$ cat src/rtl/ptw_pkg.sv
package ptw_pkg;
  typedef enum logic [1:0] {
    WK_IDLE  = 2'd0,
    WK_ISSUE = 2'd1,
    WK_WAIT  = 2'd2
  } wk_state_e;

  localparam int FLAG_PRESENT = 0;
  localparam int FLAG_WRITE   = 1;
  localparam int FLAG_USER    = 2;
  localparam int FLAG_BITS    = 3;
endpackage

$ cat src/rtl/ptw_index_sel.sv
module ptw_index_sel #(
  parameter int LEVELS   = 4,
  parameter int IDX_BITS = 9,
  parameter int OFF_BITS = 12,
  parameter int VA_BITS  = OFF_BITS + IDX_BITS * LEVELS,
  parameter int LVL_W    = $clog2(LEVELS + 1)
) (
  input  logic [VA_BITS-1:0]  vaddr,
  input  logic [LVL_W-1:0]    lvl,
  output logic [IDX_BITS-1:0] idx
);
  logic [IDX_BITS-1:0] idx_arr [1:LEVELS];
  logic unused_low;
  assign unused_low = ^vaddr[OFF_BITS-1:0];

  // Level 1 takes the highest index field, level LEVELS the lowest.
  for (genvar g = 1; g <= LEVELS; g++) begin : g_field
    assign idx_arr[g] = vaddr[OFF_BITS + IDX_BITS*(LEVELS-g+1) - 1 -: IDX_BITS];
  end

  always_comb begin
    idx = '0;
    for (int k = 1; k <= LEVELS; k++) begin
      if (lvl == LVL_W'(k)) idx = idx_arr[k];
    end
  end
endmodule

$ cat src/rtl/ptw_perm_check.sv
module ptw_perm_check
  import ptw_pkg::*;
(
  input  logic [FLAG_BITS-1:0] flags,
  input  logic                 is_write,
  input  logic                 is_user,
  output logic                 fault
);
  always_comb begin
    fault = 1'b0;
    if (!flags[FLAG_PRESENT])             fault = 1'b1;
    if (is_write && !flags[FLAG_WRITE])   fault = 1'b1;
    if (is_user && !flags[FLAG_USER])     fault = 1'b1;
  end
endmodule

$ cat src/rtl/ptw_walker.sv
module ptw_walker
  import ptw_pkg::*;
#(
  parameter int ADDR_W   = 64,
  parameter int LEVELS   = 4,
  parameter int IDX_BITS = 9,
  parameter int OFF_BITS = 12,
  parameter int ENT_LOG2 = 3,
  localparam int LVL_W   = $clog2(LEVELS + 1)
) (
  input  logic              clk,
  input  logic              rst,
  input  logic              req_valid,
  output logic              req_ready,
  input  logic [ADDR_W-1:0] req_vaddr,
  input  logic [ADDR_W-1:0] req_root,
  input  logic              req_write,
  input  logic              req_user,
  output logic              busy,
  output logic              mem_req_valid,
  input  logic              mem_req_ready,
  output logic [ADDR_W-1:0] mem_req_addr,
  input  logic              mem_rsp_valid,
  input  logic [ADDR_W-1:0] mem_rsp_data,
  output logic              done,
  output logic              done_fault,
  output logic [LVL_W-1:0]  done_level,
  output logic [ADDR_W-1:0] done_paddr
);
  localparam int VA_BITS = OFF_BITS + IDX_BITS * LEVELS;

  wk_state_e           state_q;
  logic [LVL_W-1:0]    lvl_q;
  logic [ADDR_W-1:0]   base_q;
  logic [VA_BITS-1:0]  va_q;
  logic                wr_q, usr_q;
  logic                done_q, fault_q;
  logic [LVL_W-1:0]    dlvl_q;
  logic [ADDR_W-1:0]   paddr_q;

  logic [IDX_BITS-1:0] cur_idx;
  logic                perm_fault;
  logic [ADDR_W-1:0]   next_base;
  logic                unused_bits;

  assign unused_bits = ^{req_vaddr[ADDR_W-1:VA_BITS], req_root[OFF_BITS-1:0],
                         mem_rsp_data[OFF_BITS-1:FLAG_BITS]};

  ptw_index_sel #(
    .LEVELS(LEVELS), .IDX_BITS(IDX_BITS), .OFF_BITS(OFF_BITS),
    .VA_BITS(VA_BITS), .LVL_W(LVL_W)
  ) u_idx (
    .vaddr(va_q), .lvl(lvl_q), .idx(cur_idx)
  );

  ptw_perm_check u_perm (
    .flags(mem_rsp_data[FLAG_BITS-1:0]), .is_write(wr_q), .is_user(usr_q),
    .fault(perm_fault)
  );

  assign next_base     = {mem_rsp_data[ADDR_W-1:OFF_BITS], {OFF_BITS{1'b0}}};
  assign req_ready     = (state_q == WK_IDLE);
  assign busy          = (state_q != WK_IDLE);
  assign mem_req_valid = (state_q == WK_ISSUE);
  assign mem_req_addr  = base_q + (ADDR_W'(cur_idx) << ENT_LOG2);
  assign done          = done_q;
  assign done_fault    = fault_q;
  assign done_level    = dlvl_q;
  assign done_paddr    = paddr_q;

  always_ff @(posedge clk) begin
    if (rst) begin
      state_q <= WK_IDLE;
      lvl_q   <= '0;
      base_q  <= '0;
      va_q    <= '0;
      wr_q    <= 1'b0;
      usr_q   <= 1'b0;
      done_q  <= 1'b0;
      fault_q <= 1'b0;
      dlvl_q  <= '0;
      paddr_q <= '0;
    end else begin
      done_q <= 1'b0;
      unique case (state_q)
        WK_IDLE: begin
          if (req_valid) begin
            va_q    <= req_vaddr[VA_BITS-1:0];
            base_q  <= {req_root[ADDR_W-1:OFF_BITS], {OFF_BITS{1'b0}}};
            wr_q    <= req_write;
            usr_q   <= req_user;
            lvl_q   <= LVL_W'(1);
            state_q <= WK_ISSUE;
          end
        end
        WK_ISSUE: begin
          if (mem_req_ready) state_q <= WK_WAIT;
        end
        WK_WAIT: begin
          if (mem_rsp_valid) begin
            if (perm_fault) begin
              done_q  <= 1'b1;
              fault_q <= 1'b1;
              dlvl_q  <= lvl_q;
              paddr_q <= '0;
              state_q <= WK_IDLE;
            end else if (lvl_q == LVL_W'(LEVELS)) begin
              done_q  <= 1'b1;
              fault_q <= 1'b0;
              dlvl_q  <= lvl_q;
              paddr_q <= next_base + ADDR_W'(va_q[OFF_BITS-1:0]);
              state_q <= WK_IDLE;
            end else begin
              base_q  <= next_base;
              lvl_q   <= lvl_q + 1'b1;
              state_q <= WK_ISSUE;
            end
          end
        end
        default: state_q <= WK_IDLE;
      endcase
    end
  end

  AST_MEMREQ_HOLD: assert property (@(posedge clk) disable iff (rst)
    mem_req_valid && !mem_req_ready |=> mem_req_valid && $stable(mem_req_addr));
  AST_DONE_PULSE: assert property (@(posedge clk) disable iff (rst)
    done |=> !done);
  AST_DONE_AFTER_RSP: assert property (@(posedge clk) disable iff (rst)
    done |-> $past(mem_rsp_valid));
  AST_FAULT_LEVEL: assert property (@(posedge clk) disable iff (rst)
    done && done_fault |-> done_level >= LVL_W'(1) && done_level <= LVL_W'(LEVELS));
  AST_SUCCESS_DEPTH: assert property (@(posedge clk) disable iff (rst)
    done && !done_fault |-> done_level == LVL_W'(LEVELS));
  AST_ACCEPT_BUSY: assert property (@(posedge clk) disable iff (rst)
    req_valid && req_ready |=> busy && !req_ready);
endmodule

$ cat config.mk
export PLATFORM = sky130hd
export DESIGN_NAME = ptw_walker
export DESIGN_NICKNAME = d
export VERILOG_FILES = /design/src/rtl/ptw_pkg.sv /design/src/rtl/ptw_index_sel.sv /design/src/rtl/ptw_perm_check.sv /design/src/rtl/ptw_walker.sv
export SDC_FILE = /design/constraint.sdc
export NUM_CORES = 1
export LEC_CHECK = 0
export BUFFER_PORTS_ARGS = -buffer_cell sky130_fd_sc_hd__buf_2
export CAP_MARGIN = 20
export CORE_MARGIN = 10
export CORE_UTILIZATION = 30
export CTS_BUF_LIST = sky130_fd_sc_hd__clkbuf_8
export CTS_CLUSTER_DIAMETER = 40
export CTS_CLUSTER_SIZE = 20
export DETAILED_ROUTE_END_ITERATION = 7
export HOLD_SLACK_MARGIN = 0.02
export PLACE_DENSITY_LB_ADDON = 0.2
export SYNTH_ARGS = -nofsm -noshare
export SYNTH_HDL_FRONTEND = slang
export SYNTH_SLANG_ARGS = --single-unit
$ cat constraint.sdc
create_clock -name clk -period 2.6 [get_ports clk]
set_input_delay 0.39 -clock clk [delete_from_list [all_inputs] [get_ports clk]]
set_output_delay 0.39 -clock clk [all_outputs]
set_load 0.01 [all_outputs]
== Word level (Yosys, flattened, before mapping) ==
Cells that the tools add are included.

* Register bits: 188
* Input port bits: 199
* Output and inout bits: 136
* Word-level logic and storage cells: 70

* Add/subtract/negate cells: 3
* Eq/ne operators: 11
* Multiplexer cells: 31
* Bitwise gates (word level): 2
* Reduce and logical (&&, ||, !) cells: 13

{| class="wikitable"
|+ Operators by type and width
! kind !! count
|-
| 64-bit two-way mux || 6
|-
| 64-bit by 12-bit adder with 64-bit output || 2
|-
| 64-bit case mux with 2 select lines || 1
|-
| 9-bit two-way mux || 4
|-
| 3-bit two-way mux || 6
|-
| 1-bit two-way mux || 9
|-
| 2-bit inequality test, second input constant || 4
|-
| 3-bit by 2-bit equality test with 1-bit output, second input constant || 2
|-
| 2-bit two-way mux || 3
|-
| 2-bit case mux with 3 select lines || 1
|-
| 3-bit case mux with 2 select lines || 1
|-
| 3-bit AND reduction || 2
|-
| 2-bit nonzero test || 3
|-
| 5-bit AND reduction || 1
|-
| 3-bit by 1-bit adder with 3-bit output, second input constant || 1
|-
| 3-bit by 1-bit equality test with 1-bit output, second input constant || 1
|-
| 3-bit equality test, second input constant || 1
|-
| 3-bit OR reduction || 1
|-
| 2-bit by 1-bit equality test with 1-bit output, second input constant || 1
|-
| 2-bit equality test, second input constant || 1
|-
| 1-bit logical AND || 2
|-
| 1-bit logical NOT || 2
|-
| 2-bit logical NOT || 1
|-
| 2-bit by 1-bit inequality test with 1-bit output, second input constant || 1
|-
| 2 further kinds || 3
|}

== Longest topological paths before layout ==
Gate-level depths: netlist of run 1.

* Depth in word-level cells: 7
* Depth in mapped cells: 8
* Depth with buffers taken out: 6

== Hierarchy ==
From an unflattened synthesis of run 1, not the netlist that was laid out.

* Cell total of the unflattened synthesis: 840
* Area, all modules: 7333.3 um2

{| class="wikitable"
|+ By module, submodules not included
! module !! times used !! cells each !! area each (um2) !! seq. area each (um2)
|-
| ptw_walker || 1 || 792 || 6875.3 || 3523.4
|-
| ptw_index_sel || 1 || 45 || 435.4 || 0.0
|-
| ptw_perm_check || 1 || 3 || 22.5 || 0.0
|}

== Least setup slack after synthesis of run 1 ==
No wires, ideal clock.

* Path kind: flip-flop to output port
* From: register lvl_q[2]
* To: output mem_req_addr[6]
* Data arrival time: 1.653 ns
* Required time: 2.210 ns
* Path slack: 0.557 ns
* Stages on the path, launching flop included: 9
* Path buffers: 3
* Path through: dfxtp_1 clkbuf_1 inv_1 ha_1 clkbuf_1 clkbuf_1 a21oi_1 a21oi_1 o21ai_0

* Word-level cells in the longest chain between the ends: 6
* Elaborated cells on any way between the ends: 9
* Those cells by class: add/sub (1); eq/ne (4); mux (4)

{| class="wikitable"
|+ RTL lines
! item !! RTL line !! RTL
|-
| from (decl) || ptw_walker.sv:33 || <nowiki>logic [LVL_W-1:0] lvl_q;</nowiki>
|-
| from (signal assigned) || ptw_walker.sv:115 || <nowiki>lvl_q <= lvl_q + 1'b1;</nowiki>
|-
| 3-bit by 1-bit equality test with 1-bit output || ptw_index_sel.sv:24 || <nowiki>if (lvl == LVL_W'(k)) idx = idx_arr[k];</nowiki>
|-
| 9-bit two-way mux (3 in a row) || ptw_index_sel.sv:24 ||
|-
| 9-bit two-way mux (*) || ptw_index_sel.sv:24 ||
|-
| 64-bit by 12-bit adder with 64-bit output (*) || ptw_walker.sv:65 || <nowiki>assign mem_req_addr = base_q + (ADDR_W'(cur_idx) << ENT_LOG2);</nowiki>
|-
| to (decl) || ptw_walker.sv:22 || <nowiki>output logic [ADDR_W-1:0] mem_req_addr,</nowiki>
|}

Mark *: on every way between the ends. The rest lies on a longest branch, timed or not.

== Worst setup path after layout of run 1 ==
* From: register lvl_q[0]
* To: output mem_req_addr[4]

The elaborated chain is that of the path after synthesis.

==> impl_metrics.ini, run 1 <==
[worst_setup_path]
r2r_setup_slack_ns = 0.54
worstPathArrival_ns = 2.06
critical_path_required_ns = 2.21
critPathCaptureType = primary output
critPathMaxFanout = 18
crit_type = register to primary output
worst_setup_path_start_kind = register

[timing]
fin_tns_setup_ns = 0
worst_slew_pin_slew_ns = 0.606
setup_viol = 0
finalHoldViolations = 0
max_freq_mhz = 408
slew_violations = 0
period_needed_ns = 2.45
slew_headroom = 0.595
period_share = 0.944
finalClockSkew_ns = 0.0216
setup_ws_ns = 0.147

[synthesis]
syn-mean-instance-area_um2 = 8.37
synth_top_cell_area_share = 0.464
synth-seq-cells = 176
yosys_warnings = 0
ys_seq_area_frac = 0.464
synth_area_leader_cell = dfxtp_1
ys_types = 33
synth.area.top_cells = dfxtp_1 46%, nand2_1 11%, a21oi_1 8.2%
syn_area_um2 = 7590
postSynthCellCount = 907

[grt]
grt_pass1_wl_um = 41400
overflow = 0
grt_max_degree = 73
grt_pass1_vias = 7328
grt_usage = 0.163
antenna_found_initial = 5

[cts]
cts_sinks = 176
numCtsBuffers = 17
cts.clk_slew.worst_paths_ns = 0.10
htreeDepth = 4
clkLatencyLatePin_ns = 0.46
cts_root_buffer = clkbuf_8
cts_buffer_depth = 2
cts_tree = done
hold_buffers = 0

[finish]
final_common_cell = buf_2
register_area_um2 = 3530
final_cell_mix = 293 x buf_2, 214 x nand2_1, 174 x dfxtp_1
drive_above_1_share = 0.328
nets = 1361
syn_to_final_growth_pct = 30.4
nFillCells = 2639
multi_input_comb_area_um2 = 3720

[place]
dpl_worst_slack_ns = 0.332
hpwl_um = 18600
io_buffers = 294
gp_congestion = 0.780

[floorplanning]
num_io_pins = 335
die_w_um = 179
die_y_um = 179
start_util = 0.303
coreArea_um2 = 25000
core.rowCount = 58
dieArea_um2 = 32100

[routing]
wl_per_cell_um = 18.1
vias = 7347
ant_nets = 0
via_per_inst = 4.89
drc = 0
drt_iter0_drc = 443
postRouteWirelength_um = 27200
first_pass_iters = 5

[pwr]
p_leak_nw = 4.48
power.switching_w = 0.00158
pwr-share-clk = 0.380
pwr-share-seq = 0.488
switching_share = 0.269
combinationalPowerShare = 0.132
intPower_w = 0.00431
peakVddDrop_uv = 250
power_density_nw_per_um2 = 595

[status]
status = finished, final reports clean

[flow_run]
maxCapViolCount = 0

[worst_hold_path]
hp-class = input pin to register
## cells in the mapped netlist
master	count
nor2b_1	57
inv_1	6
or3_1	1
nor2_1	73
mux2_1	30
nand2b_1	1
a31oi_4	1
a22oi_1	9
buf_1	2
and2_1	2
buf_4	4
and3b_1	1
dfxtp_1	176
mux2i_1	3
o32a_1	1
nand4_1	1
buf_6	5
nor3_4	1
o41ai_2	1
ha_1	5
a21oi_1	125
a32oi_1	65
nand3b_1	10
o311ai_0	2
a41o_1	1
conb_1	1
o31ai_1	1
nand2_1	215
clkbuf_1	60
o21ai_0	10
buf_2	13
mux2_2	22
or4_1	2
## sequential cells by signal (all words and copies together) (netlist names)
| register | cells |
|---|---|
| done_paddr | 64 |
| wr_q | 1 |
| base_q | 52 |
| va_q | 48 |
| lvl_q | 3 |
| usr_q | 1 |
| done_level | 3 |
| done | 1 |
| state_q | 2 |
| done_fault | 1 |
## worst paths after layout
check                                   start              end  cells after the start
worst max-delay path                 lvl_q[0]  mem_req_addr[4]                      7
worst max register to register       lvl_q[0]    done_level[1]                      7
worst min register to register       va_q[34]         va_q[34]                      2
worst min-delay path            req_vaddr[10]         va_q[10]                      3
## critical path, cell delays in order (launching register included)
cell      delay, ns
dfxtp_2        0.38
inv_1          0.09
ha_2           0.29
nand3b_1       0.19
a21oi_1        0.27
a21oi_1        0.07
o21ai_1        0.18
buf_2          0.16
## metal layers
metal  wire [um]  vias to the layer above  track usage  share of wire
met4         421                        6       0.0482          0.015
li1            -                     3608            -              -
met1       11400                     3456        0.201           0.42
met2       12800                      249        0.259           0.47
met3        2540                       28       0.0626          0.093
met5          38                        -            0         0.0014
## final cells by class
cell class | instances | share of cell area
clock inverters | 15 | 0.0230
flip-flops and latches | 176 | 0.356
multi-input cells | 643 | 0.376
repair buffers | 313 | 0.176
diodes | 1 | 0.000253
well taps | 330 | 0.0417
clock buffers | 17 | 0.0236
inverters | 6 | 0.00228
## metrics by stage
stage          std cells   util  total power [W]  cell area (um^2)  hold WS [ns]
3_3_place_gp        1468  0.376          0.00371              9410         0.438
4_1_cts             1500  0.394          0.00599              9870         0.117
3_5_place_dp        1468  0.376          0.00372              9410         0.447
5_1_grt             1500  0.395          0.00618              9890         0.122
2_1_floorplan        909      -          0.00337              7600         0.432
6_report            1501  0.395          0.00589              9900         0.158
## power groups by stage
| stage | Combinational (W) | Clock, W | Sequential (W) |
|---|---|---|---|
| finish | 0.000779 | 0.00224 | 0.00287 |
| global route | 0.000861 | 0.00243 | 0.00289 |
| CTS | 0.000790 | 0.00232 | 0.00287 |
| detailed placement | 0.000787 | 0 | 0.00293 |
| global placement | 0.000783 | 0 | 0.00293 |
| floorplan | 0.000409 | 0 | 0.00296 |
## cells by family after synthesis
family / Yosys count / share of synthesized area
adder cells (fa/ha/maj): 5 / 0.00824
AND/OR/NAND/NOR: 364 / 0.209
other: 1 / 0.000494
flip-flops: 176 / 0.464
buffers and inverters: 90 / 0.0536
multiplexers: 55 / 0.0811
AO/OA/AOI/OAI: 216 / 0.184
## repair_timing
action	in CTS	in global routing
hold endpoints to repair	0	0
setup buffers	0	0
gates resized for setup	4	8
endpoints found under the setup margin	9	9
No activity file was read; power rests on OpenSTA's default activity.
==> run 2, diff against run 1 <==
--- a/config.mk
+++ b/config.mk
@@ -7,7 +7,7 @@
 export LEC_CHECK = 0
 export BUFFER_PORTS_ARGS = -buffer_cell sky130_fd_sc_hd__buf_2
 export CAP_MARGIN = 20
-export CORE_MARGIN = 10
+export CORE_MARGIN = 2
 export CORE_UTILIZATION = 30
 export CTS_BUF_LIST = sky130_fd_sc_hd__clkbuf_8
 export CTS_CLUSTER_DIAMETER = 40
==> run 2 against run 1 <==
Effect of this change: first-iteration DRC count down 8.8%; critical path type unchanged; fmax down 0.48%; sequential power about the same; combinational power about the same; critical endpoint is now mem_req_addr[5]; clock power down 17%; cell count up 0.27%; via count down 1.4%; hold slack better by 0.0076 ns; total power down 6.7%; sequential cell count unchanged; design area down 0.77%.
==> impl_metrics.ini, run 2 (synthesis gave the netlist of run 1 again) <==
[cts]
numCtsBuffers = 17
cts.clk_slew.worst_paths_ns = 0.10
clkLatencyLatePin_ns = 0.46
cts_sinks = 176
htreeDepth = 4
cts_tree = done
hold_buffers = 0
cts_buffer_depth = 2
cts_root_buffer = clkbuf_8
post_cts.repair.setup_buffers = 0

[finish]
nets = 1363
largest_register_ffs = 64
final_common_cell = buf_2
nFillCells = 2652
syn_to_final_growth_pct = 29.4
drive_above_1_share = 0.326
final_cell_mix = 293 x buf_2, 215 x nand2_1, 174 x dfxtp_1

[routing]
route.met3.wl_um = 1770
ant_nets = 0
wl_met2_um = 11500
wl_met1_um = 10700
drt_iter0_drc = 404
postRouteWirelength_um = 24600
vias = 7245
first_pass_iters = 5
wl_per_cell_um = 16.3
drc = 0
top_layer = met5
via_per_inst = 4.81

[flow_run]
maxCapViolCount = 0

[floorplanning]
start_util = 0.303
num_io_pins = 335
die_w_um = 163
coreArea_um2 = 25000
core.rowCount = 58
die_y_um = 163
dieArea_um2 = 26600

[worst_setup_path]
worst_setup_path_start_kind = register
worstPathArrival_ns = 2.07
cp-startpoint = lvl_q[0]
cpMaxStageDelayCell = dfxtp_2
slowest_delay_ns = 0.36
crit_path_end = mem_req_addr[5]
r2r-end = done_paddr[46]
critical_path_required_ns = 2.21
critPathMaxFanout = 12
path_buf_inv = 3
crit_type = register to primary output
r2r_setup_slack_ns = 0.52
critPathCaptureType = primary output
path_cells = inv_1 > ha_2 > and2_1 > buf_4 > a22oi_1 > o21ai_0 > buf_2
crit_cells = 7
reg2reg_depth = 7
cp_top_family = buffers and inverters
r2r_start = lvl_q[0]

[timing]
worst_slew_pin_slew_ns = 0.654
max_freq_mhz = 406
setup_viol = 0
slew_headroom = 0.563
finalClockSkew_ns = 0.0140
period_needed_ns = 2.46
setup_ws_ns = 0.135
slew_violations = 0
finalHoldViolations = 0
period_share = 0.948

[place]
gp_congestion = 0.784
dpl_worst_slack_ns = 0.357
hpwl_um = 16400
io_buffers = 294

[pwr]
pwr-share-seq = 0.523
power_density_nw_per_um2 = 560
combinationalPowerShare = 0.141
peakVddDrop_uv = 281
power.switching_w = 0.00164
intPower_w = 0.00386
fin_total_pwr_w = 0.00550
switching_share = 0.298
pwr-share-clk = 0.336
p_leak_nw = 4.44

[status]
status = finished, final reports clean

[grt]
grt_max_degree = 67
grt_usage = 0.180
overflow = 0
grt_pass1_wl_um = 37700
grt_pass1_vias = 6859
antenna_found_initial = 4

[worst_hold_path]
hp-class = input pin to register
## run 2: cell types whose count changed in the layout (fill, tap and decap cells not counted), sizes merged
cell,change
buf,+2
bufinv,-5
clkinvlp,+1
diode,+2
inv,+4
## run 2: area by class of cell
type | count | area [um^2] | share of cell area
Clock inverter | 15 | 138 | 0.0140
Inverter | 6 | 22.5 | 0.00229
Timing Repair Buffer | 315 | 1760 | 0.179
Multi-Input combinational cell | 643 | 3720 | 0.379
Clock buffer | 17 | 234 | 0.0238
Antenna cell | 3 | 7.51 | 0.000765
Tap cell | 330 | 413 | 0.0420
Sequential cell | 176 | 3530 | 0.359
## run 2: what timing repair did
item / in CTS / in global routing
resized for setup: 3 / 5
pin swaps: 0 / 0
cloned: 0 / 0
endpoints found under the setup margin: 9 / 9
endpoints found under the hold margin: 0 / 0
## run 2: stage by stage
step / TNS [ns] / cells / utilization / area [um^2] / hold slack, ns
after floorplan: 0 / 909 / - / 7600 / 0.432
after global placement: 0 / 1470 / 0.376 / 9420 / 0.438
after detailed placement: 0 / 1470 / 0.376 / 9420 / 0.443
after CTS: 0 / 1502 / 0.391 / 9790 / 0.121
after global routing: -0.0100 / 1505 / 0.392 / 9820 / 0.125
final: 0 / 1505 / 0.392 / 9820 / 0.165
## run 2: how the worst min path moves through the flow
stage                             start       end  slack, ns  cells past startpoint
final                     req_vaddr[33]  va_q[33]       0.17                      3
after global routing      req_vaddr[20]  va_q[20]       0.12                      3
after CTS                 req_vaddr[33]  va_q[33]       0.12                      3
after detailed placement           wr_q      wr_q       0.44                      2
after global placement            usr_q     usr_q       0.44                      2
after floorplan                   usr_q     usr_q       0.43                      2
## run 2: per-layer routing
metal	up-vias	GRT usage
met1	3375	0.229
li1	3617	-
met4	2	0.0623
met5	-	0
met2	220	0.286
met3	31	0.0569
## run 2: worst reg2reg max path, stage by stage, from the launching register on
cell and delay, ns:
dfxtp_2 0.38, inv_1 0.11, ha_2 0.23, and2_1 0.20, o41ai_4 0.45, buf_4 0.42
a32oi_1 0.11, nor2_1 0.10
## run 2: power groups by stage
stage          Sequential (W)  Combinational, W  Clock [W]
2_1_floorplan         0.00296          0.000409          0
3_3_place_gp          0.00293          0.000778          0
4_1_cts               0.00287          0.000785    0.00194
5_1_grt               0.00289          0.000857    0.00204
6_report              0.00287          0.000776    0.00185
3_5_place_dp          0.00293          0.000783          0
==> run 3, diff against run 2 <==
--- a/config.mk
+++ b/config.mk
@@ -7,14 +7,15 @@
 export LEC_CHECK = 0
 export BUFFER_PORTS_ARGS = -buffer_cell sky130_fd_sc_hd__buf_2
 export CAP_MARGIN = 20
-export CORE_MARGIN = 2
-export CORE_UTILIZATION = 30
+export CORE_AREA = 2 2 130 132
 export CTS_BUF_LIST = sky130_fd_sc_hd__clkbuf_8
 export CTS_CLUSTER_DIAMETER = 40
 export CTS_CLUSTER_SIZE = 20
 export DETAILED_ROUTE_END_ITERATION = 7
+export DIE_AREA = 0 0 132 134
 export HOLD_SLACK_MARGIN = 0.02
 export PLACE_DENSITY_LB_ADDON = 0.2
 export SYNTH_ARGS = -nofsm -noshare
 export SYNTH_HDL_FRONTEND = slang
+export SYNTH_HIERARCHICAL = 1
 export SYNTH_SLANG_ARGS = --single-unit
==> run 3 against run 2 <==
Effect of this change: combinational power up 8.8%; synthesized area down 3.4%; critical path depth decreased by 3; first-iteration DRC count is 17% lower; critical endpoint is now mem_req_addr[6]; highest routed layer is now met4.
==> impl_metrics.ini, run 3 <==
[status]
status = finished, final reports clean

[cts]
hold_buffers = 0
htreeDepth = 4
cts-resized-gates = 0
cts.clk_slew.worst_paths_ns = 0.10
numCtsBuffers = 17
cts_buffer_depth = 2
cts_root_buffer = clkbuf_8
cts_sinks = 176
clkLatencyLatePin_ns = 0.45
post_cts.repair.setup_buffers = 0
cts_tree = done

[finish]
diodes = 0
largest_register_ffs = 64
drive_above_1_share = 0.322
syn_to_final_growth_pct = 27.0
final_cell_mix = 293 x buf_2, 180 x nand2_1, 176 x dfxtp_1
final_common_cell = buf_2
nets = 1293
nFillCells = 1591
final_cells = 1325

[timing]
slew_violations = 0
rsz0062_at_grt = no
max_freq_mhz = 437
finalClockSkew_ns = 0.0127
period_needed_ns = 2.29
setup_viol = 0
finalHoldViolations = 0
slew_headroom = 0.552
period_share = 0.881
fin_tns_setup_ns = 0
worst_slew_pin_slew_ns = 0.673

[synthesis]
synth_most_common_cell = nand2_1
async_flop_share = 0
yosys_warnings = 6
ys_types = 29
synth-seq-cells = 176
syn_area_um2 = 7330
synth_top_cell_area_share = 0.480
ys_seq_area_frac = 0.480
syn-mean-instance-area_um2 = 8.73
synth_area_leader_cell = dfxtp_1
ys_dominant_reg_cell = dfxtp_1
synth.area.top_cells = dfxtp_1 48%, nand2_1 9.3%, mux2i_1 8.5%
synth-edff-count = 0
postSynthCellCount = 840
synth_commonest_cells = 181 x nand2_1, 176 x dfxtp_1, 121 x a21oi_1

[pwr]
switching_share = 0.279
p_leak_nw = 3.88
combinationalPowerShare = 0.152
power.switching_w = 0.00155
intPower_w = 0.00401
pwr-share-clk = 0.325
power_density_nw_per_um2 = 598
pwr-share-seq = 0.523
peakVddDrop_uv = 330

[worst_hold_path]
hp-class = input pin to register
min_to = va_q[37]
hp-start = req_vaddr[37]
holdPathStages = 3

[routing]
top_layer = met4
wl_met2_um = 9690
route.met3.wl_um = 1390
drt_iter0_drc = 335
via_per_inst = 5.08
drc = 0
ant_nets = 0
postRouteWirelength_um = 20300
vias = 6729
wl_per_cell_um = 15.4
wl_met1_um = 8880
first_pass_iters = 5

[worst_setup_path]
critPathCaptureType = primary output
r2r_setup_slack_ns = 0.66
reg2reg_depth = 6
worstPathArrival_ns = 1.90
r2r-end = done_paddr[55]
slowest_delay_ns = 0.47
critical_path_required_ns = 2.21
crit_type = register to primary output
path_cells = buf_4 > or2_1 > o221ai_2 > buf_2
worst_setup_path_start_kind = register
r2r_start = state_q[1]
cpMaxStageDelayCell = or2_1
critPathMaxFanout = 23

[place]
gp_congestion = 0.806
hpwl_um = 13900
io_buffers = 294
place_inst = 1293

[floorplanning]
coreArea_um2 = 16300
dieArea_um2 = 17700
core.rowCount = 47
die_w_um = 132
start_util = 0.450
die_y_um = 134
num_io_pins = 335

[grt]
grt_pass1_wl_um = 32400
overflow = 0
grt_max_degree = 91
antenna_found_initial = 0
grt_pass1_vias = 6336
grt_usage = 0.226

[flow_run]
maxCapViolCount = 0
run 3: cell count changes after synthesis, moves of 30 or more:
cell	change
nand2_1	-34
a211oi_1	+54
nand3b_1	+54
a32oi_1	-65
nor2b_1	-55
mux2_1	-30
mux2i_1	+59
run 3: layer usage:
layer  vias to the layer above  track usage
met2                       220        0.371
li1                       3405            -
met4                         0       0.0876
met3                        23       0.0567
met5                         -            0
met1                      3081        0.287
run 3: power by group through the flow:
stage | Combinational, W | Sequential [W] | Clock (W)
2_1_floorplan | 0.000465 | 0.00301 | 0
3_3_place_gp | 0.000848 | 0.00297 | 0
3_5_place_dp | 0.000855 | 0.00297 | 0
4_1_cts | 0.000855 | 0.00291 | 0.00187
5_1_grt | 0.000940 | 0.00293 | 0.00197
6_report | 0.000844 | 0.00291 | 0.00181
run 3: cell type report:
| class | count | area (um^2) | area share |
|---|---|---|---|
| multi-input combinational | 580 | 3440 | 0.370 |
| inverter | 7 | 26.3 | 0.00282 |
| sequential | 176 | 3520 | 0.378 |
| tap | 220 | 275 | 0.0296 |
| clock buffer | 19 | 262 | 0.0281 |
| timing repair buffer | 310 | 1670 | 0.179 |
| clock inverter | 13 | 111 | 0.0120 |
run 3: stage by stage:
step | total power [W] | hold WS [ns] | util | instance area (um^2) | setup WS [ns]
after floorplan | 0.00348 | 0.436 | - | 7340 | 0.759
after global placement | 0.00382 | 0.435 | 0.549 | 8940 | 0.633
after detailed placement | 0.00383 | 0.441 | 0.549 | 8940 | 0.628
after CTS | 0.00563 | 0.134 | 0.572 | 9310 | 0.269
after global routing | 0.00584 | 0.140 | 0.572 | 9310 | 0.177
final | 0.00556 | 0.164 | 0.572 | 9310 | 0.310
run 3: worst max path at each step:
stage	startpoint	end	slack, ns	cells past startpoint
floorplan	lvl_q[0]	done_paddr[34]	0.76	8
CTS	lvl_q[0]	mem_req_addr[4]	0.27	4
global placement	mem_rsp_data[1]	done_paddr[49]	0.63	7
finish	lvl_q[0]	mem_req_addr[6]	0.31	4
global route	lvl_q[0]	mem_req_addr[6]	0.18	4
detailed placement	mem_rsp_data[1]	base_q[53]	0.63	7
run 3: worst max-delay path, delay by kind of cell, from the launching register on:
| kind | cells | cell delay, ns |
|---|---|---|
| buffers and inverters | 2 | 0.48 |
| and+or+nand+nor | 1 | 0.47 |
| DFF | 1 | 0.34 |
| AOI/OAI and AO/OA | 1 | 0.17 |
run 3: cell families after synthesis:
kind of cell,share of synthesized area
other cells,0.000511
simple gates,0.210
compound gates,0.166
buf+inv,0.0548
fa+ha+maj,0.00341
mux,0.0846
flops,0.480
